[src/rtl/ds_addr_gen_pkg.sv]
package ds_addr_gen_pkg;

  typedef enum logic [2:0] {
    MODE_DIRECT  = 3'd0,
    MODE_IND     = 3'd1,
    MODE_DISP    = 3'd2,
    MODE_PREDEC  = 3'd3,
    MODE_POSTINC = 3'd4,
    MODE_IOINSN  = 3'd5
  } agMode_e;

  typedef struct packed {
    logic fire;
    logic illegal;
    logic useDirect;
    logic useIo;
    logic usePtr;
    logic addDisp;
    logic preDec;
    logic postInc;
  } agStrobe_t;

endpackage

[src/rtl/ds_addr_gen_ctrl.sv]
module ds_addr_gen_ctrl
  import ds_addr_gen_pkg::*;
(
  input  logic       reqValid,
  input  logic [2:0] mode,
  input  logic [1:0] ptrSel,
  output agStrobe_t  strobe
);

  logic ptrBad;
  logic dispBad;

  assign ptrBad  = (ptrSel == 2'd3);
  assign dispBad = (ptrSel == 2'd0) || ptrBad;

  always_comb begin
    strobe      = '0;
    strobe.fire = reqValid;
    if (reqValid) begin
      unique case (mode)
        MODE_DIRECT:  strobe.useDirect = 1'b1;
        MODE_IOINSN:  strobe.useIo     = 1'b1;
        MODE_IND: begin
          strobe.illegal = ptrBad;
          strobe.usePtr  = !ptrBad;
        end
        MODE_DISP: begin
          strobe.illegal = dispBad;
          strobe.usePtr  = !dispBad;
          strobe.addDisp = !dispBad;
        end
        MODE_PREDEC: begin
          strobe.illegal = ptrBad;
          strobe.usePtr  = !ptrBad;
          strobe.preDec  = !ptrBad;
        end
        MODE_POSTINC: begin
          strobe.illegal = ptrBad;
          strobe.usePtr  = !ptrBad;
          strobe.postInc = !ptrBad;
        end
        default: strobe.illegal = 1'b1;
      endcase
    end
  end

endmodule

[src/rtl/ds_addr_gen_dp.sv]
module ds_addr_gen_dp
  import ds_addr_gen_pkg::*;
#(
  parameter int ADDR_W      = 16,
  parameter int IO_ADDR_W   = 6,
  parameter int DISP_W      = 6,
  parameter int REG_COUNT   = 32,
  parameter int IO_COUNT    = 64,
  parameter int SRAM_BYTES  = 1024,
  parameter int BIT_IO_SPAN = 32,
  parameter int PTR_BASE    = 26,
  parameter int NUM_PTR     = 3,
  parameter int REG_IDX_W   = 5
) (
  input  logic                 clk,
  input  logic                 rst_n,
  input  agStrobe_t            strobe,
  input  logic [1:0]           ptrSel,
  input  logic [ADDR_W-1:0]    directAddr,
  input  logic [IO_ADDR_W-1:0] ioAddr,
  input  logic [DISP_W-1:0]    disp,
  input  logic [ADDR_W-1:0]    ptrBank [NUM_PTR],
  output logic                 outValid,
  output logic [ADDR_W-1:0]    effAddr,
  output logic                 selReg,
  output logic                 selIo,
  output logic                 selSram,
  output logic                 outOfRange,
  output logic                 bitAccess,
  output logic                 illegal,
  output logic                 wbValid,
  output logic [REG_IDX_W-1:0] wbLoIdx,
  output logic [7:0]           wbLo,
  output logic [7:0]           wbHi
);

  localparam int IO_BASE   = REG_COUNT;
  localparam int SRAM_BASE = REG_COUNT + IO_COUNT;
  localparam int SPACE_TOP = SRAM_BASE + SRAM_BYTES;
  localparam int BIT_TOP   = IO_BASE + BIT_IO_SPAN;

  logic [ADDR_W-1:0] ptrVal;
  logic [ADDR_W-1:0] ptrDec;
  logic [ADDR_W-1:0] ptrInc;
  logic [ADDR_W-1:0] addrNext;
  logic [ADDR_W-1:0] wbNext;
  logic              inReg, inIo, inSram, inOor, inBit;

  always_comb begin
    ptrVal = '0;
    for (int i = 0; i < NUM_PTR; i++) begin
      if (int'(ptrSel) == i) ptrVal = ptrBank[i];
    end
  end

  assign ptrDec = ptrVal - ADDR_W'(1);
  assign ptrInc = ptrVal + ADDR_W'(1);

  always_comb begin
    addrNext = '0;
    if (strobe.useDirect)    addrNext = directAddr;
    else if (strobe.useIo)   addrNext = ADDR_W'(ioAddr) + ADDR_W'(IO_BASE);
    else if (strobe.addDisp) addrNext = ptrVal + ADDR_W'(disp);
    else if (strobe.preDec)  addrNext = ptrDec;
    else if (strobe.usePtr)  addrNext = ptrVal;
  end

  assign wbNext = strobe.preDec ? ptrDec : ptrInc;

  always_comb begin
    inReg  = 1'b0;
    inIo   = 1'b0;
    inSram = 1'b0;
    inOor  = 1'b0;
    if (strobe.fire && !strobe.illegal) begin
      if (addrNext < ADDR_W'(IO_BASE))        inReg  = 1'b1;
      else if (addrNext < ADDR_W'(SRAM_BASE)) inIo   = 1'b1;
      else if (addrNext < ADDR_W'(SPACE_TOP)) inSram = 1'b1;
      else                                    inOor  = 1'b1;
    end
  end

  assign inBit = inIo && (addrNext < ADDR_W'(BIT_TOP));

  always_ff @(posedge clk) begin
    if (!rst_n || !strobe.fire) begin
      outValid   <= 1'b0;
      effAddr    <= '0;
      selReg     <= 1'b0;
      selIo      <= 1'b0;
      selSram    <= 1'b0;
      outOfRange <= 1'b0;
      bitAccess  <= 1'b0;
      illegal    <= 1'b0;
      wbValid    <= 1'b0;
      wbLoIdx    <= '0;
      wbLo       <= '0;
      wbHi       <= '0;
    end else begin
      outValid   <= 1'b1;
      effAddr    <= addrNext;
      selReg     <= inReg;
      selIo      <= inIo;
      selSram    <= inSram;
      outOfRange <= inOor;
      bitAccess  <= inBit;
      illegal    <= strobe.illegal;
      wbValid    <= strobe.preDec || strobe.postInc;
      if (strobe.preDec || strobe.postInc) begin
        wbLoIdx <= REG_IDX_W'(PTR_BASE) + REG_IDX_W'({ptrSel, 1'b0});
        wbLo    <= wbNext[7:0];
        wbHi    <= wbNext[15:8];
      end else begin
        wbLoIdx <= '0;
        wbLo    <= '0;
        wbHi    <= '0;
      end
    end
  end


  region_onehot_chk: assert property (@(posedge clk) disable iff (!rst_n)
    $onehot0({selReg, selIo, selSram, outOfRange}));


  oor_noselect_chk: assert property (@(posedge clk) disable iff (!rst_n)
    outOfRange |-> (!selReg && !selIo && !selSram && outValid));


  bit_in_io_chk: assert property (@(posedge clk) disable iff (!rst_n)
    bitAccess |-> (selIo && effAddr < ADDR_W'(BIT_TOP)));


  illegal_quiet_chk: assert property (@(posedge clk) disable iff (!rst_n)
    illegal |-> (!wbValid && !selReg && !selIo && !selSram && !outOfRange));


  valid_follows_req_chk: assert property (@(posedge clk) disable iff (!rst_n)
    strobe.fire |=> outValid);


  idle_quiet_chk: assert property (@(posedge clk) disable iff (!rst_n)
    !outValid |-> (!wbValid && !illegal && effAddr == '0));


  wb_pair_chk: assert property (@(posedge clk) disable iff (!rst_n)
    wbValid |-> (wbLoIdx[0] == 1'b0 && wbLoIdx >= REG_IDX_W'(PTR_BASE)));

endmodule

[src/rtl/ds_addr_gen.sv]
module ds_addr_gen
  import ds_addr_gen_pkg::*;
#(
  parameter int ADDR_W      = 16,
  parameter int IO_ADDR_W   = 6,
  parameter int DISP_W      = 6,
  parameter int REG_COUNT   = 32,
  parameter int IO_COUNT    = 64,
  parameter int SRAM_BYTES  = 1024,
  parameter int BIT_IO_SPAN = 32,
  parameter int PTR_BASE    = 26,
  parameter int REG_IDX_W   = 5
) (
  input  logic                 clk,
  input  logic                 rst_n,
  input  logic                 reqValid,
  input  logic [2:0]           mode,
  input  logic [1:0]           ptrSel,
  input  logic [ADDR_W-1:0]    directAddr,
  input  logic [IO_ADDR_W-1:0] ioAddr,
  input  logic [DISP_W-1:0]    disp,
  input  logic [ADDR_W-1:0]    ptrX,
  input  logic [ADDR_W-1:0]    ptrY,
  input  logic [ADDR_W-1:0]    ptrZ,
  output logic                 outValid,
  output logic [ADDR_W-1:0]    effAddr,
  output logic                 selReg,
  output logic                 selIo,
  output logic                 selSram,
  output logic                 outOfRange,
  output logic                 bitAccess,
  output logic                 illegal,
  output logic                 wbValid,
  output logic [REG_IDX_W-1:0] wbLoIdx,
  output logic [7:0]           wbLo,
  output logic [7:0]           wbHi
);

  localparam int NUM_PTR = 3;

  agStrobe_t         strobe;
  logic [ADDR_W-1:0] ptrBank [NUM_PTR];

  assign ptrBank[0] = ptrX;
  assign ptrBank[1] = ptrY;
  assign ptrBank[2] = ptrZ;

  ds_addr_gen_ctrl ctrl_i (
    .reqValid (reqValid),
    .mode     (mode),
    .ptrSel   (ptrSel),
    .strobe   (strobe)
  );

  ds_addr_gen_dp #(
    .ADDR_W      (ADDR_W),
    .IO_ADDR_W   (IO_ADDR_W),
    .DISP_W      (DISP_W),
    .REG_COUNT   (REG_COUNT),
    .IO_COUNT    (IO_COUNT),
    .SRAM_BYTES  (SRAM_BYTES),
    .BIT_IO_SPAN (BIT_IO_SPAN),
    .PTR_BASE    (PTR_BASE),
    .NUM_PTR     (NUM_PTR),
    .REG_IDX_W   (REG_IDX_W)
  ) dp_i (
    .clk        (clk),
    .rst_n      (rst_n),
    .strobe     (strobe),
    .ptrSel     (ptrSel),
    .directAddr (directAddr),
    .ioAddr     (ioAddr),
    .disp       (disp),
    .ptrBank    (ptrBank),
    .outValid   (outValid),
    .effAddr    (effAddr),
    .selReg     (selReg),
    .selIo      (selIo),
    .selSram    (selSram),
    .outOfRange (outOfRange),
    .bitAccess  (bitAccess),
    .illegal    (illegal),
    .wbValid    (wbValid),
    .wbLoIdx    (wbLoIdx),
    .wbLo       (wbLo),
    .wbHi       (wbHi)
  );

endmodule

[config.mk]
export PLATFORM = sky130hd
export DESIGN_NAME = ds_addr_gen
export DESIGN_NICKNAME = d
export VERILOG_FILES = /design/src/rtl/ds_addr_gen_pkg.sv /design/src/rtl/ds_addr_gen_ctrl.sv /design/src/rtl/ds_addr_gen_dp.sv /design/src/rtl/ds_addr_gen.sv
export SDC_FILE = /design/constraint.sdc
export NUM_CORES = 1
export LEC_CHECK = 0
export BUFFER_PORTS_ARGS = -buffer_cell sky130_fd_sc_hd__buf_2
export CAP_MARGIN = 10
export CORE_MARGIN = 2
export CORE_UTILIZATION = 49
export DETAILED_ROUTE_END_ITERATION = 8
export GPL_TIMING_DRIVEN = 0
export PLACE_DENSITY = 0.8
export SKIP_LAST_GASP = 1
export SLEW_MARGIN = 30
export SYNTH_ARGS = -nofsm -noshare
export SYNTH_HDL_FRONTEND = slang
export SYNTH_SLANG_ARGS = --single-unit
[constraint.sdc]
create_clock -name clk -period 7.6 [get_ports clk]
set_input_delay 0.76 -clock clk [delete_from_list [all_inputs] [get_ports clk]]
set_output_delay 0.76 -clock clk [all_outputs]
set_load 0.005 [all_outputs]
Word-level counts from Yosys, hierarchy flattened. Index checks and enable logic that the tools add are counted. W data, S select, Z words.

Bitwise gates (word level): 2. $add $sub $neg: 5. $lt $le $gt $ge: 4. Equality and inequality tests: 8. Reduce and logical (&&, ||, !) cells: 18. Multiplexer cells: 24.

Operators with widths (number): $mux W16 (9); $lt A16 B7 Y1 const B (2); $add A16 B1 Y16 const B (1); $add A16 B6 Y16 (1); $lt A16 B11 Y1 const B (1); $lt A16 B6 Y1 const B (1); $sub A16 B1 Y16 const B (1); $mux W1 (12); $add A6 B6 Y7 const B (1); $mux W7 (1); $eq A2 B2 Y1 const B (3); $eq A3 B2 Y1 const B (2); $eq A3 B3 Y1 const B (2); $reduce_or A2 Y1 (3); $add A4 B4 Y5 const A (1); $logic_not A1 Y1 (5); $logic_not A2 Y1 (2); $reduce_or A4 Y1 (1); $eq A3 B1 Y1 const B (1); $logic_not A3 Y1 (1); $logic_or A1 B1 Y1 (3); $pmux W1 S3 (1); $reduce_or A3 Y1 (1); $logic_and A1 B1 Y1 (2); other kinds (2) (3).

Bits in registers: 45. Output and inout bits: 45.

Depth between registers and ports, before layout. Gate-level depths: netlist of run 1.

Word-level depth: 15. Mapped depth: 16.

By module. A second synthesis of run 1 with hierarchy kept.

Cell total of the unflattened synthesis: 504. Area total of the unflattened synthesis: 3802.4 um^2.

By module, submodules not included: ds_addr_gen_dp (cells each 484, area each 3663.5 um^2, times used 1, seq. area each 860.8 um^2); ds_addr_gen_ctrl (cells each 20, area each 138.9 um^2, times used 1, seq. area each 0.0 um^2).

Worst setup path before layout of run 1. Ideal clock, no wire load.

Path type: input-to-reg. Start: input port ptrSel[0]. End: register dp_i.selIo. Required time: 7.508 ns. Stages: 16. Path slack: 3.503 ns. Arrival: 4.005 ns. Path through: inv_1 ha_1 buf_4 a21oi_1 a22o_2 inv_1 ha_1 fa_1 a21o_1 o21ba_2 o22ai_1 or4_1 a21oi_1 a2111oi_2 nand4_2 nor4_1.

Word-level cells in the longest chain between the ends: 14. Elaborated cells on any way between the ends: 30. Classes of those cells: 2 x add/sub; 2 x order compare; 3 x eq/ne; 16 x mux; 7 x reduce/logical.

RTL lines: start, declared (line ds_addr_gen.sv:18) `input logic [1:0] ptrSel,`; parallel branches: the longest is 13 deep, another holds $sub A16 B1 Y16; $mux W1 * (line ds_addr_gen_dp.sv:75) `if (strobe.fire && !strobe.illegal) begin`; end signal, assigned (line ds_addr_gen_dp.sv:103) `selIo <= inIo;`; end, declared (line ds_addr_gen_dp.sv:26) `output logic selIo,`.

Mark *: on every way between the ends. A chain may end at the register's enable or synchronous reset.

Final worst setup path of run 1. Ends and elaborated chain as after synthesis.

==> flow_metrics.py, run 1 <==
metrics = {
    "layout": {
        "regArea_um2": 861,
        "fin_nets": 688,
        "area_delta_synth_final_pct": 23.0,
        "n_antenna_cell": 0,
        "multiInputGateArea_mm2": 0.00266,
        "final_cell_count_no_fill": 694,
        "layout-drive-gt1-share": 0.351,
        "final_design_area_no_fill_mm2": 0.00466,
        "fillers": 753,
    },
    "clock_network": {
        "cts-resized-gates": 0,
        "cts_hold_buf": 0,
        "clock_path_buffers": 2,
        "tritoncts": "done",
        "cts_sinks": 43,
        "htreeDepth": 2,
        "postCtsSetupRepairBufs": 0,
        "cts_buffers": 5,
        "path_clk_slew_ps": 80,
        "cts-root-buf": "clkbuf_8",
    },
    "drt": {
        "totalWireLength_mm": 11.8,
        "num_vias": 4128,
        "avgViaCountPerCell": 5.95,
        "drtAntennaViolNets": 0,
        "dr.pass1.iters": 5,
        "drc": 0,
        "drtIter0Drc": 252,
        "wire_per_inst_um": 17.0,
    },
    "setup_path": {
        "worst_setup_path_end_kind": "register",
        "critical-path-max-stage-delay_ps": 540,
        "crit_chain": "buf_2, inv_1, ha_1, buf_4, a21oi_1, a22o_2, inv_1, ha_1, fa_1, a21o_1, o21ba_2, o22ai_1, or4_1, a21oi_1, a2111oi_2, nand4_2, nor4_1",
        "arrival_ps": 4790,
        "worst-endpoint-required_ps": 7810,
        "crit_path_max_fanout": 10,
        "slowest_stage": "o22ai_1",
        "startpoint_type": "primary input",
        "crit_type": "in -> reg",
    },
    "global_routing": {
        "grt_max_degree": 15,
        "antenna_found_initial": 0,
        "grt_pass1_wl_mm": 18.4,
        "grt_pass1_vias": 3833,
        "globalRouteTotalUtil": 0.269,
        "overflow": 0,
    },
    "power": {
        "p_leak_nw": 2.08,
        "max-vdd-ir-drop_uv": 79.4,
        "clockPowerShare": 0.286,
        "power_mw": 0.645,
        "sw_frac_of_total": 0.346,
        "pwr-share-seq": 0.359,
        "pwr-share-comb": 0.355,
        "intPower_mw": 0.422,
        "p_switching_mw": 0.223,
        "p_per_area_mw_per_mm2": 138,
    },
    "synth": {
        "async_reset_ff_frac": 0,
        "synth_edf_count": 0,
        "synth_cell_types": 87,
        "synth_area_mm2": 0.00379,
        "synth_ff_type": "dfxtp_1",
        "synth_warnings": 0,
        "synth_cells": 458,
        "syn-num-nets": 555,
        "yosysSeqAreaShare": 0.227,
        "ys_seq_elements": 43,
        "avgSynthCellArea_um2": 8.28,
    },
    "die": {
        "die_w_um": 92.0,
        "die_h_um": 92.0,
        "rows": 32,
        "initial_utilization": 0.498,
        "coreArea_mm2": 0.00761,
        "dieArea_mm2": 0.00846,
        "ios": 129,
    },
    "hold_path": {
        "hp-class": "in -> reg",
        "hold_path_depth": 2,
        "min_from": "ptrSel[0]",
        "min_to": "dp_i.wbLoIdx[1]",
    },
    "place": {
        "port_buffers": 126,
        "placed_cells": 686,
        "post-dp-hpwl_mm": 9.06,
        "dpl_cell_area_mm2": 0.00455,
        "gp_congestion": 0.936,
    },
    "sta": {
        "finalCriticalPeriod_ps": 4580,
        "fmax_mhz": 218,
        "fin_crit_sh": 0.603,
        "slew_headroom": 0.345,
        "worst_pin_slew_ps": 975,
        "rsz0062_at_grt": "false",
        "final-setup-viol-count": 0,
        "tns_ps": 0,
        "slew_violations": 0,
        "hold_viol_final": 0,
    },
    "run_status": {
        "status": "finished clean",
    },
    "job": {
        "cap_violations": 0,
    },
}
## placed cells by master (no fill, tap or decap), types with 4 or more instances in the layout
cell type / instances
clkbuf_8: 5
clkbuf_1: 9
and2b_1: 6
nor4_1: 12
a21oi_2: 8
inv_2: 4
ha_1: 12
a22oi_1: 6
or3_1: 5
a21oi_4: 7
xnor2_1: 12
dfxtp_1: 43
xor2_1: 10
a21oi_1: 29
a31oi_1: 6
buf_4: 7
a21o_1: 5
nor3_1: 9
buf_2: 129
nor2b_1: 5
o21ai_0: 16
buf_6: 6
nor2_1: 56
a221o_1: 4
nand2_1: 26
a211oi_1: 8
nand3b_1: 12
nand4_1: 10
inv_1: 14
a22o_2: 5
and3_1: 4
o22ai_1: 5
nand3_1: 7
mux2i_1: 5
## final cells by class
| cell class | count | area share |
|---|---|---|
| clock inverters | 3 | 0.00939 |
| multi-input cells | 369 | 0.570 |
| well taps | 102 | 0.0274 |
| repair buffers | 126 | 0.135 |
| plain buffers | 27 | 0.0437 |
| flip-flops and latches | 43 | 0.185 |
| clock buffers | 5 | 0.0148 |
| inverters | 19 | 0.0153 |
## per-stage QoR
| stage | utilization | setup WS [ps] | hold slack (ps) |
|---|---|---|---|
| final | 0.613 | 3020 | 664 |
| after global routing | 0.613 | 2770 | 689 |
| after CTS | 0.613 | 3090 | 666 |
| after detailed placement | 0.598 | 2780 | 985 |
| after global placement | 0.598 | 2820 | 975 |
| after floorplan | - | 3500 | 832 |
## worst max-delay path, delay by kind of cell
family,cells,cell delay [ps]
fa+ha+maj,3,980
simple gates,3,750
buf+inv,4,530
compound gates,7,1760
## Yosys cell counts, types with 6 or more instances
cell type | count | share of area
nand3_1 | 7 | 0.0092
inv_1 | 14 | 0.014
a21oi_1 | 29 | 0.038
a21oi_2 | 8 | 0.018
and2b_1 | 6 | 0.012
xnor2_1 | 12 | 0.028
ha_1 | 12 | 0.040
a21oi_4 | 7 | 0.030
nand3b_1 | 12 | 0.024
a22oi_1 | 6 | 0.012
a211oi_1 | 8 | 0.016
nand2_1 | 26 | 0.026
nor3_1 | 9 | 0.012
clkbuf_1 | 9 | 0.0089
buf_4 | 7 | 0.014
dfxtp_1 | 43 | 0.23
nand4_1 | 10 | 0.017
a31oi_1 | 6 | 0.0099
nor4_1 | 12 | 0.020
xor2_1 | 10 | 0.023
buf_6 | 6 | 0.018
nor2_1 | 56 | 0.055
o21ai_0 | 16 | 0.021
## flip-flops by register name (all words and copies together) (netlist names)
signal / count
dp_i.outValid: 1
dp_i.wbHi: 8
dp_i.wbLo: 8
dp_i.selIo: 1
dp_i.illegal: 1
dp_i.selReg: 1
dp_i.wbLoIdx: 3
dp_i.bitAccess: 1
dp_i.effAddr: 16
dp_i.outOfRange: 1
dp_i.wbValid: 1
dp_i.selSram: 1
## worst max-delay path by stage
| stage | endpoint | from | slack [ps] | cells past startpoint |
|---|---|---|---|---|
| after floorplan | dp_i.selIo | ptrSel[0] | 3500 | 16 |
| after detailed placement | dp_i.selIo | ptrSel[0] | 2780 | 17 |
| after global routing | dp_i.bitAccess | ptrSel[0] | 2770 | 17 |
| final | dp_i.selIo | ptrSel[0] | 3020 | 17 |
| after CTS | dp_i.selIo | ptrSel[0] | 3090 | 17 |
| after global placement | dp_i.bitAccess | ptrSel[0] | 2820 | 17 |
## layer usage
layer  vias up  share of wire  track usage
met1      1933           0.43        0.345
met4         0          0.020       0.0771
li1       1978              -            -
met3        25          0.075       0.0468
met2       192           0.48        0.464
met5         -              0            0
## power groups by stage
stage	sequential, mW	clock (mW)	combinational (mW)
floorplan	0.238	0	0.157
global placement	0.237	0	0.222
detailed placement	0.237	0	0.225
CTS	0.232	0.186	0.226
global route	0.232	0.194	0.248
finish	0.232	0.185	0.229
## cell families after synthesis
group / Yosys count / synth area share
and+or+nand+nor: 186 / 0.295
AOI/OAI and AO/OA: 141 / 0.293
buffers and inverters: 46 / 0.0726
DFF: 43 / 0.227
xor gates and xnor gates: 22 / 0.0508
adders and majority gates: 13 / 0.0449
muxes: 6 / 0.0162
other: 1 / 0.000989
(Power assumes the default switching activity.)
==> run 2: changes to the inputs <==
CORE_UTILIZATION = 47   (was 49)
clock period = 4.2 ns   (was 7.6 ns; I/O delays follow)
==> run 2 against run 1 <==
  * Critical path type unchanged
  * Via count shrank 0.15%
  * Largest cell class unchanged
  * Clock power grew 42%
  * First-iteration DRC count grew 0.79%
  * Total power grew 71%
==> flow_metrics.py, run 2 (same netlist as run 1, synthesis figures left out) <==
metrics = {
    "layout": {
        "final_design_area_no_fill_mm2": 0.00465,
        "fillers": 726,
        "layout-drive-gt1-share": 0.353,
        "fin_nets": 688,
        "layout_common_cells": "buf_2 (129), nor2_1 (56), dfxtp_1 (43), a21oi_1 (29), nand2_1 (26)",
        "largest-register": "dp_i.effAddr",
        "area_delta_synth_final_pct": 22.7,
        "reg.largest.list": "dp_i.effAddr: 16 flops, dp_i.wbHi: 8 flops, dp_i.wbLo: 8 flops",
        "final_common_cell": "buf_2",
        "largest_reg_flops": 16,
        "final_core_util": 0.599,
        "n_antenna_cell": 0,
    },
    "clock_network": {
        "postCtsSetupRepairBufs": 0,
        "cts_hold_buf": 0,
        "tritoncts": "done",
        "clock_path_buffers": 2,
        "cts-root-buf": "clkbuf_8",
        "cts_buffers": 5,
        "cts_sinks": 43,
        "htreeDepth": 2,
        "path_clk_slew_ps": 80,
    },
    "drt": {
        "dr.pass1.iters": 5,
        "totalWireLength_mm": 12.0,
        "drtAntennaViolNets": 0,
        "num_vias": 4122,
        "wire_per_inst_um": 17.4,
        "drtIter0Drc": 254,
        "drc": 0,
        "avgViaCountPerCell": 5.94,
    },
    "sta": {
        "final-setup-viol-count": 0,
        "finalCriticalPeriod_ps": 4000,
        "hold_viol_final": 0,
        "fin_crit_sh": 0.953,
        "tns_ps": 0,
        "slew_violations": 0,
        "worst_pin_slew_ps": 898,
        "slew_headroom": 0.400,
        "whs_ps": 336,
        "fmax_mhz": 250,
    },
    "global_routing": {
        "grt_pass1_wl_mm": 19.1,
        "grt_max_degree": 14,
        "globalRouteTotalUtil": 0.272,
        "grt_pass1_vias": 4005,
        "antenna_found_initial": 0,
        "overflow": 0,
    },
    "setup_path": {
        "arrival_ps": 4170,
        "crit_type": "in -> reg",
        "startpoint_type": "primary input",
        "path_buf_inv": 4,
        "crit_path_max_fanout": 10,
        "worst_setup_path_end_kind": "register",
        "critical-path-max-stage-delay_ps": 410,
        "worst-endpoint-required_ps": 4370,
        "cpLargestDelayFamily": "compound AO/OA/AOI/OAI gates",
        "crit_chain": "buf_2, inv_1, ha_1, buf_4, a21oi_1, a22o_2, inv_1, ha_1, fa_1, a21o_1, o21ba_2, o22ai_4, or4_1, a21oi_1, a2111oi_2, nand4_2, nor4_1",
        "slowest_stage": "fa_1",
    },
    "hold_path": {
        "hp-class": "in -> reg",
        "min_to": "dp_i.wbLoIdx[1]",
        "hold_path_depth": 2,
        "min_from": "ptrSel[0]",
    },
    "run_status": {
        "status": "finished clean",
    },
    "job": {
        "cap_violations": 0,
    },
    "die": {
        "ios": 129,
        "rows": 32,
        "dieArea_mm2": 0.00880,
        "die_h_um": 93.8,
        "initial_utilization": 0.488,
        "die_w_um": 93.8,
        "coreArea_mm2": 0.00777,
    },
    "power": {
        "max-vdd-ir-drop_uv": 142,
        "p_leak_nw": 2.06,
        "p_per_area_mw_per_mm2": 237,
    },
    "place": {
        "dpl_cell_area_mm2": 0.00455,
        "post-dp-hpwl_mm": 9.39,
        "gp_congestion": 0.954,
        "port_buffers": 126,
    },
}
run 2: changes by cell type in the layout (fill, tap and decap cells not counted):
cell,delta
bufinv_16,-1
o22ai_4,+1
o22ai_1,-1
clkinv_1,-1
clkbuf_1,+1
clkinv_4,-1
clkinvlp_4,+2
run 2: what timing repair did:
action,in CTS,in global routing
gates resized for setup,1,2
setup endpoints to repair,1,3
pin swaps,0,0
run 2: metal layers:
layer | share of wire | track usage
met5 | 0 | 0
met4 | 0.022 | 0.0930
met3 | 0.057 | 0.0385
met2 | 0.49 | 0.471
met1 | 0.43 | 0.345
run 2: cell type report:
type / count / area [um2] / area share
inverters: 19 / 75.1 / 0.0161
repair buffers: 126 / 631 / 0.136
plain buffers: 27 / 204 / 0.0438
clock buffers: 6 / 72.6 / 0.0156
clock inverters: 2 / 12.5 / 0.00269
flip-flops and latches: 43 / 861 / 0.185
well taps: 102 / 128 / 0.0274
multi-input cells: 369 / 2670 / 0.574
run 2: power by group:
part	leakage [nW]	switching, mW	internal, mW
Sequential	0.348	0.00211	0.417
Combinational	1.67	0.249	0.172
Clock	0.0412	0.146	0.116
run 2: stage by stage:
stage | std cells | setup WS [ps] | total power, mW
floorplan | 458 | 443 | 0.715
global placement | 686 | -259 | 0.832
detailed placement | 686 | -380 | 0.839
CTS | 694 | 144 | 1.10
global route | 694 | -3.97 | 1.16
finish | 694 | 199 | 1.10
run 2: worst max-delay path by stage:
stage | startpoint | end | slack [ps] | cells after the start
2_1_floorplan | ptrSel[0] | dp_i.selIo | 440 | 16
5_1_grt | ptrSel[0] | dp_i.selIo | -4 | 17
6_report | ptrSel[0] | dp_i.selIo | 200 | 17
3_3_place_gp | ptrSel[0] | dp_i.selIo | -260 | 17
3_5_place_dp | ptrSel[0] | dp_i.selIo | -380 | 17
4_1_cts | ptrSel[0] | dp_i.selIo | 140 | 17
